<file path="config.mk">
export PLATFORM = sky130hd
export DESIGN_NAME = reload_wake_timer
export DESIGN_NICKNAME = d
export VERILOG_FILES = /design/src/rtl/rwt_pkg.sv /design/src/rtl/rwt_tick_div.sv /design/src/rtl/rwt_slow_edge.sv /design/src/rtl/reload_wake_timer.sv
export SDC_FILE = /design/constraint.sdc
export NUM_CORES = 1
export LEC_CHECK = 0
export ABC_AREA = 1
export CORE_ASPECT_RATIO = 1.4
export CORE_MARGIN = 5
export CORE_UTILIZATION = 58
export DETAILED_ROUTE_END_ITERATION = 8
export PLACE_DENSITY = 0.85
export REMOVE_ABC_BUFFERS = 1
export SLEW_MARGIN = 20
export SYNTH_ARGS = -nofsm -noshare
export SYNTH_HDL_FRONTEND = slang
export SYNTH_SLANG_ARGS = --single-unit
</file>
<file path="constraint.sdc">
create_clock -name clk -period 2.15 [get_ports clk]
set_clock_uncertainty 0.1 [all_clocks]
set_input_delay 0.43 -clock clk [delete_from_list [all_inputs] [get_ports clk]]
set_output_delay 0.43 -clock clk [all_outputs]
set_load 0.02 [all_outputs]
</file>
<file path="src/rtl/rwt_pkg.sv">
package rwt_pkg;

    typedef enum logic [1:0] {
        SRC_SYS    = 2'd0,
        SRC_SYS12  = 2'd1,
        SRC_EXT8   = 2'd2,
        SRC_LFO8   = 2'd3
    } tick_src_e;

    typedef enum logic [2:0] {
        RA_CNT_LO = 3'd0,
        RA_CNT_HI = 3'd1,
        RA_RLD_LO = 3'd2,
        RA_RLD_HI = 3'd3,
        RA_CTRL   = 3'd4
    } reg_addr_e;

    // control byte bit positions
    localparam int CB_FLAG_HI = 0;
    localparam int CB_FLAG_LO = 1;
    localparam int CB_LO_EN   = 2;
    localparam int CB_IRQ_EN  = 3;
    localparam int CB_BUSY    = 4;

endpackage

</file>
<file path="src/rtl/rwt_tick_div.sv">
// Free-running divider: one output pulse every DIV input steps.
module rwt_tick_div #(
    parameter int DIV = 12
) (
    input  logic clk,
    input  logic rst_n,
    input  logic step,
    output logic tick
);
    localparam int W = (DIV > 1) ? $clog2(DIV) : 1;

    typedef struct packed {
        logic [W-1:0] cnt;
    } state_t;

    state_t st_d, st_q;

    always_comb begin
        st_d = st_q;
        tick = 1'b0;
        if (step) begin
            if (st_q.cnt == W'(DIV - 1)) begin
                st_d.cnt = '0;
                tick     = 1'b1;
            end else begin
                st_d.cnt = st_q.cnt + 1'b1;
            end
        end
    end

    always_ff @(posedge clk) begin
        if (!rst_n) st_q <= '0;
        else        st_q <= st_d;
    end
endmodule

</file>
<file path="src/rtl/rwt_slow_edge.sv">
// Rising-edge pulse for a slow clock: synchronized normally, raw when bypassed.
module rwt_slow_edge #(
    parameter int STAGES = 2
) (
    input  logic clk,
    input  logic rst_n,
    input  logic slow_in,
    input  logic bypass,
    output logic pulse_o
);
    typedef struct packed {
        logic [STAGES-1:0] sync;
        logic              sync_prev;
        logic              raw_prev;
    } state_t;

    state_t st_d, st_q;

    always_comb begin
        st_d           = st_q;
        st_d.sync      = {st_q.sync[STAGES-2:0], slow_in};
        st_d.sync_prev = st_q.sync[STAGES-1];
        st_d.raw_prev  = slow_in;
        if (bypass) pulse_o = slow_in & ~st_q.raw_prev;
        else        pulse_o = st_q.sync[STAGES-1] & ~st_q.sync_prev;
    end

    always_ff @(posedge clk) begin
        if (!rst_n) st_q <= '0;
        else        st_q <= st_d;
    end
endmodule

</file>
<file path="src/rtl/reload_wake_timer.sv">
module reload_wake_timer
    import rwt_pkg::*;
#(
    parameter int BYTE_W      = 8,
    parameter int SYS_DIV     = 12,
    parameter int SLOW_DIV    = 8,
    parameter int SYNC_STAGES = 2,
    parameter int BUSY_TICKS  = 3
) (
    input  logic              clk,
    input  logic              rst_n,
    input  logic              run_en,
    input  logic [1:0]        src_sel,
    input  logic              suspend,
    input  logic              ext_clk,
    input  logic              lfo_clk,
    input  logic              wr_en,
    input  logic [2:0]        addr,
    input  logic [BYTE_W-1:0] wdata,
    output logic [BYTE_W-1:0] rdata,
    output logic              irq,
    output logic              wake,
    output logic              busy
);
    localparam int CNT_W = 2 * BYTE_W;
    localparam int BC_W  = $clog2(BUSY_TICKS + 1);

    typedef struct packed {
        logic [CNT_W-1:0] count;
        logic [CNT_W-1:0] reload;
        logic [CNT_W-1:0] shadow;
        logic             flag_hi;
        logic             flag_lo;
        logic             lo_en;
        logic             irq_en;
        logic             busy;
        logic [BC_W-1:0]  busy_cnt;
        logic             woke;
        logic             susp;
        logic             wake;
    } state_t;

    state_t st_d, st_q;

    // ---------------- tick sources ----------------
    logic       tick12;
    logic [1:0] slow_raw;
    logic [1:0] slow_tick;
    logic       src_tick;

    assign slow_raw = {lfo_clk, ext_clk};

    rwt_tick_div #(.DIV(SYS_DIV)) u_sysdiv (
        .clk  (clk),
        .rst_n(rst_n),
        .step (1'b1),
        .tick (tick12)
    );

    for (genvar k = 0; k < 2; k++) begin : g_slow
        logic pulse;
        rwt_slow_edge #(.STAGES(SYNC_STAGES)) u_edge (
            .clk    (clk),
            .rst_n  (rst_n),
            .slow_in(slow_raw[k]),
            .bypass (suspend),
            .pulse_o(pulse)
        );
        rwt_tick_div #(.DIV(SLOW_DIV)) u_div (
            .clk  (clk),
            .rst_n(rst_n),
            .step (pulse),
            .tick (slow_tick[k])
        );
    end

    always_comb begin
        case (tick_src_e'(src_sel))
            SRC_SYS:   src_tick = ~suspend;
            SRC_SYS12: src_tick = tick12 & ~suspend;
            SRC_EXT8:  src_tick = slow_tick[0];
            default:   src_tick = slow_tick[1];
        endcase
    end

    // ---------------- next state ----------------
    logic cnt_wr;
    logic cnt_wr_ok;
    logic step;

    always_comb begin
        st_d      = st_q;
        st_d.wake = 1'b0;
        st_d.susp = suspend;
        cnt_wr    = wr_en && (addr == RA_CNT_LO || addr == RA_CNT_HI);
        cnt_wr_ok = cnt_wr && !st_q.busy;
        step      = src_tick && run_en;

        // register writes
        if (wr_en) begin
            case (reg_addr_e'(addr))
                RA_CNT_LO: if (!st_q.busy) st_d.count[BYTE_W-1:0]      = wdata;
                RA_CNT_HI: if (!st_q.busy) st_d.count[CNT_W-1:BYTE_W]  = wdata;
                RA_RLD_LO: st_d.reload[BYTE_W-1:0]     = wdata;
                RA_RLD_HI: st_d.reload[CNT_W-1:BYTE_W] = wdata;
                RA_CTRL: begin
                    st_d.flag_hi = st_q.flag_hi & wdata[CB_FLAG_HI];
                    st_d.flag_lo = st_q.flag_lo & wdata[CB_FLAG_LO];
                    st_d.lo_en   = wdata[CB_LO_EN];
                    st_d.irq_en  = wdata[CB_IRQ_EN];
                end
                default: ;
            endcase
        end

        // counting; a same-cycle accepted count write takes the cycle
        if (step && !cnt_wr_ok) begin
            if (st_q.count == '1) begin
                st_d.count   = st_q.reload;
                st_d.flag_hi = 1'b1;
                st_d.wake    = suspend;
            end else begin
                st_d.count = st_q.count + 1'b1;
            end
            if (st_q.count[BYTE_W-1:0] == '1 && st_q.irq_en && st_q.lo_en)
                st_d.flag_lo = 1'b1;
        end

        // suspend bookkeeping and access guard
        if (suspend && !st_q.susp) st_d.woke = 1'b0;
        if (st_d.wake)             st_d.woke = 1'b1;

        if (!suspend && st_q.susp && !st_q.woke) begin
            st_d.busy     = 1'b1;
            st_d.busy_cnt = '0;
        end else if (st_q.busy && src_tick) begin
            if (st_q.busy_cnt == BC_W'(BUSY_TICKS - 1)) begin
                st_d.busy     = 1'b0;
                st_d.busy_cnt = '0;
            end else begin
                st_d.busy_cnt = st_q.busy_cnt + 1'b1;
            end
        end

        st_d.shadow = st_q.busy ? st_q.shadow : st_q.count;
    end

    always_ff @(posedge clk) begin
        if (!rst_n) st_q <= '0;
        else        st_q <= st_d;
    end

    // ---------------- outputs ----------------
    logic [CNT_W-1:0] view;
    logic [CNT_W-1:0] cur_count;
    logic [CNT_W-1:0] cur_reload;
    logic             cur_flag_hi;
    logic             cur_irq_en;

    assign view        = st_q.busy ? st_q.shadow : st_q.count;
    assign cur_count   = st_q.count;
    assign cur_reload  = st_q.reload;
    assign cur_flag_hi = st_q.flag_hi;
    assign cur_irq_en  = st_q.irq_en;

    assign irq  = st_q.irq_en & (st_q.flag_hi | (st_q.lo_en & st_q.flag_lo));
    assign wake = st_q.wake;
    assign busy = st_q.busy;

    always_comb begin
        rdata = '0;
        case (reg_addr_e'(addr))
            RA_CNT_LO: rdata = view[BYTE_W-1:0];
            RA_CNT_HI: rdata = view[CNT_W-1:BYTE_W];
            RA_RLD_LO: rdata = st_q.reload[BYTE_W-1:0];
            RA_RLD_HI: rdata = st_q.reload[CNT_W-1:BYTE_W];
            RA_CTRL: begin
                rdata[CB_FLAG_HI] = st_q.flag_hi;
                rdata[CB_FLAG_LO] = st_q.flag_lo;
                rdata[CB_LO_EN]   = st_q.lo_en;
                rdata[CB_IRQ_EN]  = st_q.irq_en;
                rdata[CB_BUSY]    = st_q.busy;
            end
            default: rdata = '0;
        endcase
    end
endmodule

</file>
# Word level (Yosys, flattened, before mapping)
# Cells that the tools add are included.
totals:
  regBits: 76
  output_inout_bits: 11
  elab_cells: 123
classes:
  addsub: 5
  eq_ne: 13
  muxes: 34
  n_bitwise: 16
  reduce_logical: 32
op_table:
  columns: ["op", "n"]
  rows:
  - ["$mux 16", 3]
  - ["$mux 8", 5]
  - ["$mux 32", 1]
  - ["$pmux 5 s5", 1]
  - ["$add 16x1->16 const B", 1]
  - ["$eq 16x16->1 const B", 1]
  - ["$mux 1", 14]
  - ["$mux 3", 4]
  - ["$pmux 3 s4", 1]
  - ["$reduce_bool 2->1", 6]
  - ["$logic_and 1x1->1", 10]
  - ["$and 1x1->1", 9]
  - ["$eq 3x3->1 const B", 3]
  - ["$eq 8x8->1 const B", 1]
  - ["$mux 4", 2]
  - ["$reduce_and 2->1", 4]
  - ["$add 3x1->3 const B", 2]
  - ["$eq 3x2->1 const B", 2]
  - ["$not 1->1", 6]
  - ["$reduce_and 3->1", 2]
  - ["$logic_not 1->1", 5]
  - ["$add 4x1->4 const B", 1]
  - ["$eq 2x2->1 const B", 2]
  - ["$eq 4x4->1 const B", 1]
  - ["11 further kinds", 13]

# Longest topological paths before layout
depth:
  ltp_word: 9
  mapped_depth: 13

# Cells and area by module
# A second synthesis with hierarchy kept.
unflattened:
  cells_unflattened: 596
  hier_area_um2: 4021.4
modules_own_cells:
  columns: ["mod", "n_inst", "cells_per_inst", "area_each_um2", "seq_area_each_um2"]
  rows:
  - ["reload_wake_timer", 1, 497, 3285.7, 1161.1]
  - ["rwt_tick_div (g_slow[0].u_div ...)", 2, 20, 148.9, 60.1]
  - ["rwt_tick_div (u_sysdiv)", 1, 29, 222.7, 80.1]
  - ["rwt_slow_edge", 2, 15, 107.6, 60.1]

# Worst setup path after synthesis
# No wires, ideal clock.
synth_timing:
  kind: "reg2out"
  startpoint: "reg st_q (netlist bit busy)"
  endpoint: "out rdata[0]"
  arrival_ns: 1.518
  t_required_ns: 1.620
  setup_slack_ns: 0.102
  stages_incl_launch_ff: 7
  path_cell_list: "dfxtp_1 > buf_6 > clkinv_2 > clkbuf_1 > o21ai_0 > a2bb2oi_1 > o2111ai_1"
synth_via:
  elab_chain_len: 2
synth_rtl:
  columns: ["element", "line", "rtl"]
  rows:
  - ["from (decl)", "reload_wake_timer.sv:43", "state_t st_d, st_q;"]
  - ["from (signal assigned)", "reload_wake_timer.sv:150", "else st_q <= st_d;"]
  - ["$mux 16", "reload_wake_timer.sv:160", "assign view = st_q.busy ? st_q.shadow : st_q.count;"]
  - ["$pmux 5 s5", "reload_wake_timer.sv:172", "case (reg_addr_e'(addr))"]
  - ["to (decl)", "reload_wake_timer.sv:20", "output logic [BYTE_W-1:0] rdata,"]
# Every way passes these cells.

# Worst setup path after layout
layout_timing:
  startpoint: "reg st_q (netlist bit busy)"
  endpoint: "out rdata[4]"
layout_via:
  elab_chain_len: 2
layout_rtl:
  columns: ["element", "line"]
  rows:
  - ["$mux 16", "reload_wake_timer.sv:160"]
  - ["$pmux 5 s5 (*)", "reload_wake_timer.sv:172"]
# Mark *: on every way between the ends. The rest lies on a longest branch, timed or not.

==> results_dict.tcl <==
set metrics [dict create \
    outcome "completed" \
    critPathArrivalTime_ns 1.61 \
    worstSetupStartpointType "register" \
    pin_count_of_the_biggest_net_entering_global_routing 17 \
    total_leakage_power_nw 2.45 \
    clock-sinks 74 \
    via_count 4330 \
    postSynthAreaPerCell_um2 6.83 \
    number_of_design_rule_violations_left_by_the_first_detailed_router_iteration 333 \
    globalRoute.totalOverflow 0 \
    grt_first_pass_wirelength_um 19600 \
    ant_nets 0 \
    worst_r2r_endpoint "cur_count[6]$_SDFFE_PN0P_" \
    rsz0062_at_grt "yes" \
    finalWorstPathRequiredPeriod_ns 2.14 \
    drt_pre_antenna_iters 5 \
    finalMaxSlewViolations 0 \
    cp.required_ns 1.62 \
    port_buffers 30 \
    critical_path.endpoint_type "output port" \
    endpoint "rdata[4]" \
    crit_path_start "busy$_SDFFE_PN0P_" \
    count_of_flip_flops_with_a_built_in_enable_after_synthesis 0 \
    final.setup.worst_slack_ns 0.00725 \
    number_of_antenna_violations_at_the_first_check_in_global_routing 0 \
    fin_nets 702 \
    drc_errors 0 \
    clk_transition_reported_paths_ns 0.08 \
    final_design_area_no_fill_um2 5190 \
    clk_path_buf_depth 2 \
    avgViaCountPerCell 5.60 \
    cts_made_buffers 9 \
    synthToLayoutAreaGrowth_pct 30.3 \
    yosys_warnings 0 \
    first_global_vias 4244 \
    tritoncts "done" \
    timing.rr.start "cur_count[1]$_SDFFE_PN0P_" \
    crit_path_top_delay_cell "sky130_fd_sc_hd__dfxtp_4" \
    worst_slew_margin_rel 0.830 \
    cap_violations 0 \
    core_region_area_um2 6660 \
    fmaxAchievable_mhz 467 \
    num_antenna_cells 0 \
    fraction_of_registers_with_async_set_reset 0 \
    synth.most_common_cell "sky130_fd_sc_hd__nand2_1" \
    path_type_of_the_worst_min_delay_path "reg2reg" \
    ff_to_ff_setup_slack_ns 0.20 \
    seq_area_frac_synth 0.372 \
    yosys.area.top_type_share 0.372 \
    cts.htree.levels 3 \
    max_stage_delay_ns 0.39 \
    r2r.worst_path.cells 13 \
    synth.top_cells.by_count "sky130_fd_sc_hd__nand2_1, sky130_fd_sc_hd__dfxtp_1, sky130_fd_sc_hd__inv_1" \
    dp_hpwl_um 8460 \
    finalHoldViolations 0 \
    critPathKind "reg2out" \
    synth_largest_area_cell "sky130_fd_sc_hd__dfxtp_1" \
    wl_um 12300 \
    final.period_utilization 0.997 \
    power_per_cell_area_nw_per_um2 623 \
    post_synth_num_cell_types 44 \
    synth_ff_type "sky130_fd_sc_hd__dfxtp_1" \
    worstSkewPairLatency_ns 0.35 \
    die_h_um 108 \
    fp.dieW_um 80.1 \
    die_footprint_um2 8650 \
    gp_congestion 1.00 \
    groute.usage.overall 0.292 \
    cp_max_fo 11 \
    clk_root_buffer_cell "sky130_fd_sc_hd__clkbuf_8" \
    worst_slew_pin_slew_ns 0.247 \
    cp_cell_sequence "clkinv_4 -> o21ai_1 -> a2bb2oi_2 -> o2111ai_2 -> buf_4" \
    io_pins 31 \
    vdd_drop_max_mv 0.415 \
    setup_violations 0 \
    routed_wire_length_per_instance_um 15.9 \
    synthesis.area_um2 3990 \
    drive_above_1_share 0.219 \
    placementRows 35 \
    synth_cells 584 \
    placement_stage_cell_area_um2 4710 \
    yosys_register_bits 74 \
    ys_top_cells_by_area "sky130_fd_sc_hd__dfxtp_1, sky130_fd_sc_hd__nand2_1, sky130_fd_sc_hd__nand3_1" \
    initial_core_util 0.599 \
    dpl_worst_slack_ns -0.758 \
]
[what timing repair did]
| action | 4_1_cts | 5_1_grt |
|---|---|---|
| pin swaps | 3 | 6 |
| resized for setup | 66 | 37 |
| setup buffers | 4 | 11 |
| hold buffers | 0 | 0 |
| endpoints found under the setup margin | 8 | 9 |
| cloned | 2 | 0 |
[area by class of cell]
cell class                      count  area (um^2)
Clock inverter                      4         75.1
Inverter                           77          299
Tap cell                           92          115
Multi-Input combinational cell    412         2200
Fill cell                         492         1460
Timing Repair Buffer              102          876
Clock buffer                       12          145
Sequential cell                    74         1490
[power breakdown]
group          switching, mW  internal, mW
registers             0.0407          1.43
logic                  0.318         0.244
clock network          0.513         0.686
total                  0.872          2.36
[cell families after synthesis]
logic type / share of synthesized area
buffers and inverters: 0.105
and+or+nand+nor: 0.332
xor gates and xnor gates: 0.0132
adders and majority gates: 0.0188
AOI/OAI and AO/OA: 0.146
DFF: 0.372
muxes: 0.0126
[cells in the final DEF (no fill, tap or decap), types with 3 or more instances in the layout]
cell,count
sky130_fd_sc_hd__a21oi_1,31
sky130_fd_sc_hd__inv_2,11
sky130_fd_sc_hd__buf_4,67
sky130_fd_sc_hd__o21ai_1,18
sky130_fd_sc_hd__dfxtp_1,73
sky130_fd_sc_hd__nand2_4,3
sky130_fd_sc_hd__nand4_1,6
sky130_fd_sc_hd__buf_6,4
sky130_fd_sc_hd__nor2_1,54
sky130_fd_sc_hd__nand2_2,9
sky130_fd_sc_hd__nor2_4,3
sky130_fd_sc_hd__o21ai_0,28
sky130_fd_sc_hd__xor2_1,4
sky130_fd_sc_hd__mux2i_1,4
sky130_fd_sc_hd__clkdlybuf4s50_1,18
sky130_fd_sc_hd__nand2_1,151
sky130_fd_sc_hd__clkbuf_8,10
sky130_fd_sc_hd__inv_1,64
sky130_fd_sc_hd__buf_12,5
sky130_fd_sc_hd__ha_1,6
sky130_fd_sc_hd__o21ai_2,3
sky130_fd_sc_hd__o2111ai_1,3
sky130_fd_sc_hd__nand3_1,55
sky130_fd_sc_hd__buf_2,5
[sequential cells by signal (all words and copies together), names as in the netlist]
register	flops
busy	1
cur_irq_en	1
g_slow.u_edge.st_d	4
st_q	22
g_slow.u_edge.st_q	2
cur_count	16
wake	1
g_slow.u_div.st_q	6
u_sysdiv.st_q	4
cur_reload	16
cur_flag_hi	1
[critical path: cells and delay by family, from the launching register on]
kind                   cells  cell delay [ns]
buffers and inverters      2             0.30
AOI/OAI and AO/OA          3             0.56
DFF                        1             0.39
[worst min path at each step]
| stage | from | endpoint | slack [ns] | cells after the start |
|---|---|---|---|---|
| 4_1_cts | g_slow[0].u_edge.st_d[3]$_SDFF_PN0_ | g_slow[0].u_edge.st_d[1]$_SDFF_PN0_ | 0.33 | 2 |
| 2_1_floorplan | g_slow[0].u_edge.st_d[3]$_SDFF_PN0_ | g_slow[0].u_edge.st_d[1]$_SDFF_PN0_ | 0.31 | 2 |
| 3_5_place_dp | g_slow[0].u_edge.st_d[3]$_SDFF_PN0_ | g_slow[0].u_edge.st_d[1]$_SDFF_PN0_ | 0.32 | 2 |
| 3_3_place_gp | g_slow[0].u_edge.st_d[3]$_SDFF_PN0_ | g_slow[0].u_edge.st_d[1]$_SDFF_PN0_ | 0.31 | 2 |
| 6_report | g_slow[0].u_edge.st_d[3]$_SDFF_PN0_ | g_slow[0].u_edge.st_d[1]$_SDFF_PN0_ | 0.33 | 2 |
| 5_1_grt | g_slow[0].u_edge.st_d[3]$_SDFF_PN0_ | g_slow[0].u_edge.st_d[1]$_SDFF_PN0_ | 0.35 | 2 |
[metrics by stage]
step | hold slack [ns] | TNS (ns) | utilization | cells | power (mW)
global placement | 0.309 | -6.38 | 0.707 | 741 | 1.97
global route | 0.350 | -0.107 | 0.780 | 773 | 3.38
finish | 0.326 | 0 | 0.780 | 773 | 3.23
CTS | 0.326 | 0 | 0.754 | 763 | 3.19
floorplan | 0.307 | -0.218 | - | 563 | 1.74
detailed placement | 0.316 | -8.02 | 0.707 | 741 | 1.99
[per-layer routing]
| metal | GRT usage | up-vias | part of all wire |
|---|---|---|---|
| li1 | - | 2075 | - |
| met1 | 0.318 | 1930 | 0.36 |
| met2 | 0.502 | 263 | 0.49 |
| met3 | 0.0725 | 62 | 0.087 |
| met4 | 0.179 | 0 | 0.060 |
| met5 | 0 | - | 0 |
No activity file was read; power rests on OpenSTA's default activity.
